$ cat src/rtl/evt_irq_pkg.sv
// Package: shared register addresses for the interrupt flag controller.
// Assumes a 2-bit word address on the register bus.
package evt_irq_pkg;

    localparam int unsigned REG_ADDR_W = 2;

    typedef enum logic [REG_ADDR_W-1:0] {
        REG_FLAG   = 2'd0,
        REG_EN_SET = 2'd1,
        REG_EN_CLR = 2'd2,
        REG_SPARE  = 2'd3
    } evt_reg_e;

endpackage

$ cat src/rtl/evt_edge_detect.sv
// Module: per-bit rising-edge detector.
// Holds each input one cycle and reports a bit as rising while the live
// value is 1 and the held value is 0. Assumes inputs are synchronous to clk_i.
module evt_edge_detect #(
    parameter int unsigned WIDTH = 10
) (
    input  logic             clk_i,
    input  logic             rst_ni,
    input  logic [WIDTH-1:0] lvl_i,
    output logic [WIDTH-1:0] rise_o
);

    logic [WIDTH-1:0] hold_q;

    for (genvar gi = 0; gi < WIDTH; gi++) begin : g_bit
        // Keep the previous level of this source.
        always_ff @(posedge clk_i) begin
            if (!rst_ni) hold_q[gi] <= 1'b0;
            else         hold_q[gi] <= lvl_i[gi];
        end

        // Report a 0-to-1 change.
        always_comb rise_o[gi] = lvl_i[gi] & ~hold_q[gi];
    end

endmodule

$ cat src/rtl/evt_flag_bank.sv
// Module: sticky pending flags.
// A set pulse wins over a clear pulse in the same cycle. Assumes set_i and
// clr_i are single-cycle masks.
module evt_flag_bank #(
    parameter int unsigned WIDTH = 10
) (
    input  logic             clk_i,
    input  logic             rst_ni,
    input  logic [WIDTH-1:0] set_i,
    input  logic [WIDTH-1:0] clr_i,
    output logic [WIDTH-1:0] flag_o
);

    logic [WIDTH-1:0] flag_q;

    for (genvar gi = 0; gi < WIDTH; gi++) begin : g_flag
        // Update one flag: set has priority over clear.
        always_ff @(posedge clk_i) begin
            if (!rst_ni)         flag_q[gi] <= 1'b0;
            else if (set_i[gi])  flag_q[gi] <= 1'b1;
            else if (clr_i[gi])  flag_q[gi] <= 1'b0;
        end
    end

    assign flag_o = flag_q;

endmodule

$ cat src/rtl/evt_enable_bank.sv
// Module: interrupt enable mask with write-one-to-set and write-one-to-clear.
// Assumes the set and clear masks never come from the same bus cycle.
module evt_enable_bank #(
    parameter int unsigned WIDTH = 10
) (
    input  logic             clk_i,
    input  logic             rst_ni,
    input  logic [WIDTH-1:0] set_i,
    input  logic [WIDTH-1:0] clr_i,
    output logic [WIDTH-1:0] en_o
);

    logic [WIDTH-1:0] en_q;

    // Merge set and clear masks into the stored enables.
    always_ff @(posedge clk_i) begin
        if (!rst_ni) en_q <= '0;
        else         en_q <= (en_q | set_i) & ~clr_i;
    end

    assign en_o = en_q;

endmodule

$ cat src/rtl/evt_irq_combine.sv
// Module: reduces flags and enables to one request line, gated globally.
// Purely combinational. Assumes flags and enables are registered upstream.
module evt_irq_combine #(
    parameter int unsigned WIDTH = 10
) (
    input  logic [WIDTH-1:0] flag_i,
    input  logic [WIDTH-1:0] en_i,
    input  logic             gie_i,
    output logic             irq_o
);

    logic [WIDTH-1:0] live;

    // Sources that are both pending and enabled.
    always_comb live = flag_i & en_i;

    // One shared request line.
    always_comb irq_o = gie_i & (|live);

endmodule

$ cat src/rtl/evt_irq_ctrl.sv
// Module: edge-triggered interrupt flag controller (top).
// Decodes the register bus, feeds the edge detector, flag bank and enable
// bank, and drives the combined request. Assumes NUM_SRC <= DATA_W and a
// synchronous single-cycle register bus; reads have no side effects.
module evt_irq_ctrl
    import evt_irq_pkg::*;
#(
    parameter int unsigned NUM_SRC = 10,
    parameter int unsigned DATA_W  = 32
) (
    input  logic                  clk_i,
    input  logic                  rst_ni,
    input  logic [NUM_SRC-1:0]    status_i,
    input  logic                  gie_i,
    input  logic                  bus_sel_i,
    input  logic                  bus_wr_i,
    input  logic [REG_ADDR_W-1:0] bus_addr_i,
    input  logic [DATA_W-1:0]     bus_wdata_i,
    output logic [DATA_W-1:0]     bus_rdata_o,
    output logic                  irq_o
);

    localparam int unsigned PAD_W = DATA_W - NUM_SRC;

    evt_reg_e         reg_sel;
    logic             wr_en;
    logic [NUM_SRC-1:0] wmask;
    logic [NUM_SRC-1:0] rise;
    logic [NUM_SRC-1:0] flag_clr;
    logic [NUM_SRC-1:0] en_set;
    logic [NUM_SRC-1:0] en_clr;
    logic [NUM_SRC-1:0] flag_q;
    logic [NUM_SRC-1:0] en_q;

    // Decode the address and the write strobe.
    always_comb begin
        reg_sel = evt_reg_e'(bus_addr_i);
        wr_en   = bus_sel_i & bus_wr_i;
        wmask   = bus_wdata_i[NUM_SRC-1:0];
    end

    // Route write masks to the addressed register only.
    always_comb begin
        flag_clr = '0;
        en_set   = '0;
        en_clr   = '0;
        if (wr_en) begin
            unique case (reg_sel)
                REG_FLAG:   flag_clr = wmask;
                REG_EN_SET: en_set   = wmask;
                REG_EN_CLR: en_clr   = wmask;
                REG_SPARE:  ;
            endcase
        end
    end

    if (PAD_W > 0) begin : g_pad
        logic unused_wdata_hi;
        // Upper write-data bits carry no sources.
        always_comb unused_wdata_hi = ^bus_wdata_i[DATA_W-1:NUM_SRC];
    end

    evt_edge_detect #(.WIDTH(NUM_SRC)) u_edge (
        .clk_i  (clk_i),
        .rst_ni (rst_ni),
        .lvl_i  (status_i),
        .rise_o (rise)
    );

    evt_flag_bank #(.WIDTH(NUM_SRC)) u_flags (
        .clk_i  (clk_i),
        .rst_ni (rst_ni),
        .set_i  (rise),
        .clr_i  (flag_clr),
        .flag_o (flag_q)
    );

    evt_enable_bank #(.WIDTH(NUM_SRC)) u_enables (
        .clk_i  (clk_i),
        .rst_ni (rst_ni),
        .set_i  (en_set),
        .clr_i  (en_clr),
        .en_o   (en_q)
    );

    evt_irq_combine #(.WIDTH(NUM_SRC)) u_combine (
        .flag_i (flag_q),
        .en_i   (en_q),
        .gie_i  (gie_i),
        .irq_o  (irq_o)
    );

    // Read multiplexer, zero-extended to the bus width.
    always_comb begin
        bus_rdata_o = '0;
        unique case (reg_sel)
            REG_FLAG:   bus_rdata_o[NUM_SRC-1:0] = flag_q;
            REG_EN_SET: bus_rdata_o[NUM_SRC-1:0] = en_q;
            REG_EN_CLR: bus_rdata_o[NUM_SRC-1:0] = en_q;
            REG_SPARE:  bus_rdata_o = '0;
        endcase
    end

endmodule

$ cat config.mk
export PLATFORM = sky130hd
export DESIGN_NAME = evt_irq_ctrl
export DESIGN_NICKNAME = d
export VERILOG_FILES = /design/src/rtl/evt_irq_pkg.sv /design/src/rtl/evt_edge_detect.sv /design/src/rtl/evt_flag_bank.sv /design/src/rtl/evt_enable_bank.sv /design/src/rtl/evt_irq_combine.sv /design/src/rtl/evt_irq_ctrl.sv
export SDC_FILE = /design/constraint.sdc
export NUM_CORES = 1
export LEC_CHECK = 0
export CAP_MARGIN = 30
export CORE_MARGIN = 3
export CORE_UTILIZATION = 36
export CTS_BUF_LIST = sky130_fd_sc_hd__clkbuf_4
export CTS_CLUSTER_DIAMETER = 200
export DETAILED_ROUTE_END_ITERATION = 16
export GPL_TIMING_DRIVEN = 0
export PLACE_DENSITY = 0.87
export SLEW_MARGIN = 10
export SYNTH_ARGS = -nofsm -noshare
export SYNTH_HDL_FRONTEND = slang
export SYNTH_SLANG_ARGS = --single-unit
$ cat constraint.sdc
create_clock -name clk_i -period 1.2 [get_ports clk_i]
set_input_delay 0.24 -clock clk_i [delete_from_list [all_inputs] [get_ports clk_i]]
set_output_delay 0.24 -clock clk_i [all_outputs]
set_load 0.01 [all_outputs]
-- After elaboration in Yosys (flattened, before gate mapping)
Index checks and enable logic that the tools add are counted.
- flip-flop bits (word level): 30
- input port bits: 49
- logic and storage cells: 90
- output and inout port bits: 33
- muxes and demuxes: 27
- bitwise operators: 26
- equality and inequality tests: 3
- reductions and logical operators: 13
- operators with widths (kind ; number):
    $mux 10 ; 6
    $pmux 10 s3 ; 1
    $and 10x10->10 ; 2
    $mux 1 ; 20
    $reduce_bool 2->1 ; 10
    $and 1x1->1 ; 12
    $not 1->1 ; 10
    $not 10->10 ; 1
    $or 10x10->10 ; 1
    $reduce_or 10->1 ; 1
    $eq 2x2->1 const B ; 2
    $eq 2x1->1 const B ; 1
    $logic_not 2->1 ; 1
    $reduce_or 2->1 ; 1

-- Longest topological paths before layout
- depth in word-level cells: 5
- depth in mapped cells: 6
- mapped depth without buffers: 5

-- Modules after synthesis
From an unflattened synthesis, not the netlist that was laid out.
- cells, all modules: 186
- area, all modules: 1640.3 um2
- by module, submodules not included (module ; area an instance (um2) ; instances ; sequential area each (um2) ; cells each):
    evt_irq_ctrl ; 538.0 ; 1 ; 0.0 ; 88
    evt_enable_bank ; 362.8 ; 1 ; 200.2 ; 30
    evt_flag_bank ; 349.1 ; 1 ; 200.2 ; 31
    evt_edge_detect ; 325.3 ; 1 ; 200.2 ; 30
    evt_irq_combine ; 65.1 ; 1 ; 0.0 ; 7

-- Least setup slack after synthesis
No wires, ideal clock.
- path type: input to output
- from: input port bus_addr_i[0]
- to: output port bus_rdata_o[0]
- arrival: 1136 ps
- stages: 5
- path slack: -176 ps
- data required time: 960 ps
- buffers on the path: 1
- cell sequence: inv_1 > ha_1 > nor2b_1 > clkbuf_1 > a22o_1
- cells in the longest elaborated chain, start to end: 3
- elaborated cells on any way between the ends: 6
- those cells by class: eq/ne: 3; mux: 1; reduce/logical: 2
- ends and longest elaborated chain (element ; line ; source):
    start, declared ; evt_irq_ctrl.sv:17 ; input logic [REG_ADDR_W-1:0] bus_addr_i,
    $eq 2x2->1 / $eq 2x1->1 (equally long branches) ; evt_irq_ctrl.sv:96 ; unique case (reg_sel)
    $reduce_or 2->1 (no line) ; -- ;
    $pmux 10 s3 (*) ; evt_irq_ctrl.sv:96 ;
    end, declared ; evt_irq_ctrl.sv:19 ; output logic [DATA_W-1:0] bus_rdata_o,
Every way passes the cells marked *; elsewhere a longest branch is shown, timed or not.

-- Worst setup path in the final report
- from: register u_flags.flag_q[8] (netlist: u_flags.flag_o[8])
- to: output port irq_o
- cells in the longest elaborated chain, start to end: 3
- ends and longest elaborated chain (element ; line ; source):
    start, declared ; evt_flag_bank.sv:14 ; logic [WIDTH-1:0] flag_q;
    start signal, assigned by index ; evt_flag_bank.sv:19 ; if (!rst_ni) flag_q[gi] <= 1'b0;
    start signal, assigned by index ; evt_flag_bank.sv:20 ; else if (set_i[gi]) flag_q[gi] <= 1'b1;
    start signal, assigned by index ; evt_flag_bank.sv:21 ; else if (clr_i[gi]) flag_q[gi] <= 1'b0;
    $and 10x10->10 ; evt_irq_combine.sv:15 ; always_comb live = flag_i & en_i;
    $reduce_or 10->1 ; evt_irq_combine.sv:18 ; always_comb irq_o = gie_i & (|live);
    $and 1x1->1 ; evt_irq_combine.sv:18 ;
    end, declared ; evt_irq_ctrl.sv:20 ; output logic irq_o
No other way between the ends.

==> flow_summary_export.csv <==
group,metric,value,unit
drt,first_pass_iters,4,
grt,grt_pass1_vias,1239,
critical_path,crit_fanout,2,
grt,grt.busiest_layer,"met2",
place,place_congestion,0.767,
hold_path,worstHoldStart,"status_i[2]",
cts,clk_pin_slew_worst_paths,100,ps
cts,clk_path_buf_depth,2,
synth,syn-cell-area,0.00153,mm2
cts,cts_tree,"done",
cts,htree_levels,2,
pwr,peakVddDrop,0.000603,V
critical_path,reg2reg_depth,3,
grt,grt_pass1_wl,5880,um
floorplan,rows,23,
grt,grtUsageTotal,14.9,%
timing,setup_viol,11,
grt,use_met1,18.8,%
status,status,"finished with violations",
timing,drv_slew,0,
timing,hold_viol_final,0,
synth,synth_area_per_cell,9.55,um2
grt,globalRouteMet2Util,24.0,%
critical_path,cp.arrival,1370,ps
place,dp_cells,268,
hold_path,hold_path_depth,2,
layout,fillers,388,
hold_path,hold_path_class,"in -> reg",
drt,ant_nets,0,
cts,cts_buffers,5,
place,dpl.hpwl,2580,um
layout,num_antenna_cells,0,
grt,antenna_found_initial,0,
hold_path,hold_end,"u_edge.hold_q[2]$_SDFF_PN0_",
status,violations,"setup timing",
drt,drc_errors,0,
grt,grt_max_degree,11,
critical_path,cp.required,960,ps
critical_path,r2r-start,"u_flags.flag_o[8]$_SDFFE_PN0P_",
cts,clock_latency,340,ps
critical_path,critPathLaunchType,"register",
floorplan,core_area,0.00406,mm2
layout,final_common_cell,"buf_4",
layout,drive_gt1_share,37.9,%
timing,rsz0062_at_grt,"yes",
synth,ys_warn_count,0,
run,maxCapViolations,0,
cts,clock-sinks,30,
synth,postSynthCellCount,160,
synth,synth_seq_area_share,39.3,%
cts,cts_root_buf,"clkbuf_4",
grt,met3_usage,3.55,%
grt,grt_overflow_total,0,
floorplan,die_area,0.00506,mm2
drt,drt-total-wl,3720,um
pwr,powerDensity,979,mW/mm2
layout,area_growth,43.5,%
timing,fmax,0.620,GHz
timing,worst_slack,-413,ps
timing,max_slew_margin,63.2,%
layout,finalNonFillerCells,285,
drt,via_per_inst,4.69,
cts,ctsHoldBuffers,0,
place,port_buffers,37,
floorplan,io_pins,82,
layout,nets,287,
timing,tns,-2560,ps
floorplan,initial_utilization,37.7,%
timing,clock_skew,13.5,ps
critical_path,cp-end-kind,"primary output",
timing,final.min_clock_period,1610,ps
synth,synth_seq_cells,30,
drt,drtIter0Drc,39,
layout,postLayoutCoreUtil,54.0,%
drt,avgRoutedWirePerCell,13.1,um
critical_path,reg2reg_slack,450,ps
layout,layout_common_cells,"buf_4 (29), dfxtp_1 (27), clkdlybuf4s50_1 (24), conb_1 (22), buf_2 (15)",
synth,ys_types,20,
floorplan,die_w,71.1,um
critical_path,critPathKind,"reg -> out",
drt,dr_total_vias,1336,
timing,max_slew.worst_pin.slew,552,ps
timing,finalCritPeriodShare,134,%
pwr,p_leak,0.964,nW
floorplan,die_y,71.1,um
critical_path,r2r_end,"u_flags.flag_o[8]$_SDFFE_PN0P_",
sequential cells by signal (all words and copies together) (netlist names):
register        flops
u_flags.flag_o     10
u_edge.hold_q      10
u_enables.en_o     10
critical path, cell delays in order (launching register included):
cell      delay, ps
dfxtp_2         330
a22o_1          250
a221oi_2        200
a31oi_1         110
buf_2           150
repair_timing:
item                                    in CTS  in global routing
gates resized for setup                     72                  5
setup buffers                                6                  4
pin swaps                                    4                  4
endpoints found under the setup margin      31                 16
endpoints found under the hold margin        0                  0
worst max-delay path by stage:
stage	start	end	slack (ps)	depth (start not counted)
4_1_cts	u_flags.flag_o[8]$_SDFFE_PN0P_	irq_o	-420	4
3_3_place_gp	bus_addr_i[1]	bus_rdata_o[1]	-1210	6
2_1_floorplan	bus_addr_i[0]	bus_rdata_o[0]	5	5
3_5_place_dp	bus_addr_i[1]	bus_rdata_o[7]	-1240	6
5_1_grt	u_enables.en_o[6]$_SDFF_PN0_	irq_o	-490	4
6_report	u_flags.flag_o[8]$_SDFFE_PN0P_	irq_o	-410	4
synthesized netlist by cell type:
master	count	area, um2
dfxtp_1	30	601
buf_4	22	165
a22o_1	12	105
nor2b_1	11	68.8
a211oi_2	10	125
a21oi_1	10	50.1
a21oi_2	10	87.6
and2_1	10	62.6
nand4_1	10	62.6
nor2_1	10	37.5
clkbuf_1	5	18.8
buf_2	4	20.0
ha_1	4	50.1
inv_1	4	15.0
a221oi_1	2	17.5
and3_1	2	12.5
a22oi_1	1	7.51
a31oi_1	1	6.26
buf_6	1	11.3
conb_1	1	3.75
layer usage:
layer | share of wire [%] | wire, um | vias to the layer above
li1 | - | - | 669
met1 | 45 | 1660 | 614
met2 | 48 | 1780 | 46
met3 | 6.0 | 225 | 7
met4 | 1.5 | 55 | 0
met5 | 0 | 0 | -
logic make-up after synthesis:
family	after synthesis	synth area share, %
flops	30	39.3
simple gates	43	16.0
other cells	1	0.245
compound gates	46	26.1
fa+ha+maj	4	3.28
buf+inv	36	15.1
per-stage QoR:
stage | worst slack, ps | cell area [um2] | hold WS, ps | total power [W]
after floorplan | 5.13 | 1630 | 331 | 0.00134
after global placement | -1210 | 2060 | 496 | 0.00151
after detailed placement | -1240 | 2060 | 505 | 0.00152
after CTS | -424 | 2170 | 471 | 0.00214
after global routing | -494 | 2190 | 479 | 0.00225
final | -413 | 2190 | 474 | 0.00215
final cells by class:
cell class	instances	area (um2)	area share [%]
buffer	31	224	10.2
clock buffer	6	45.0	2.05
clock inverter	2	8.76	0.400
inverter	4	25.0	1.14
multi-input combinational	115	811	37.0
sequential	30	604	27.6
tap	50	62.6	2.85
timing repair buffer	47	412	18.8
power by group:
part	leakage [nW]	switching, W	internal, W
clock network	0.0331	0.000355	0.000242
registers	0.249	0.0000343	0.00105
logic	0.682	0.000212	0.000255
total	0.964	0.000601	0.00154
Note: power is estimated with default switching activity, not from simulation.
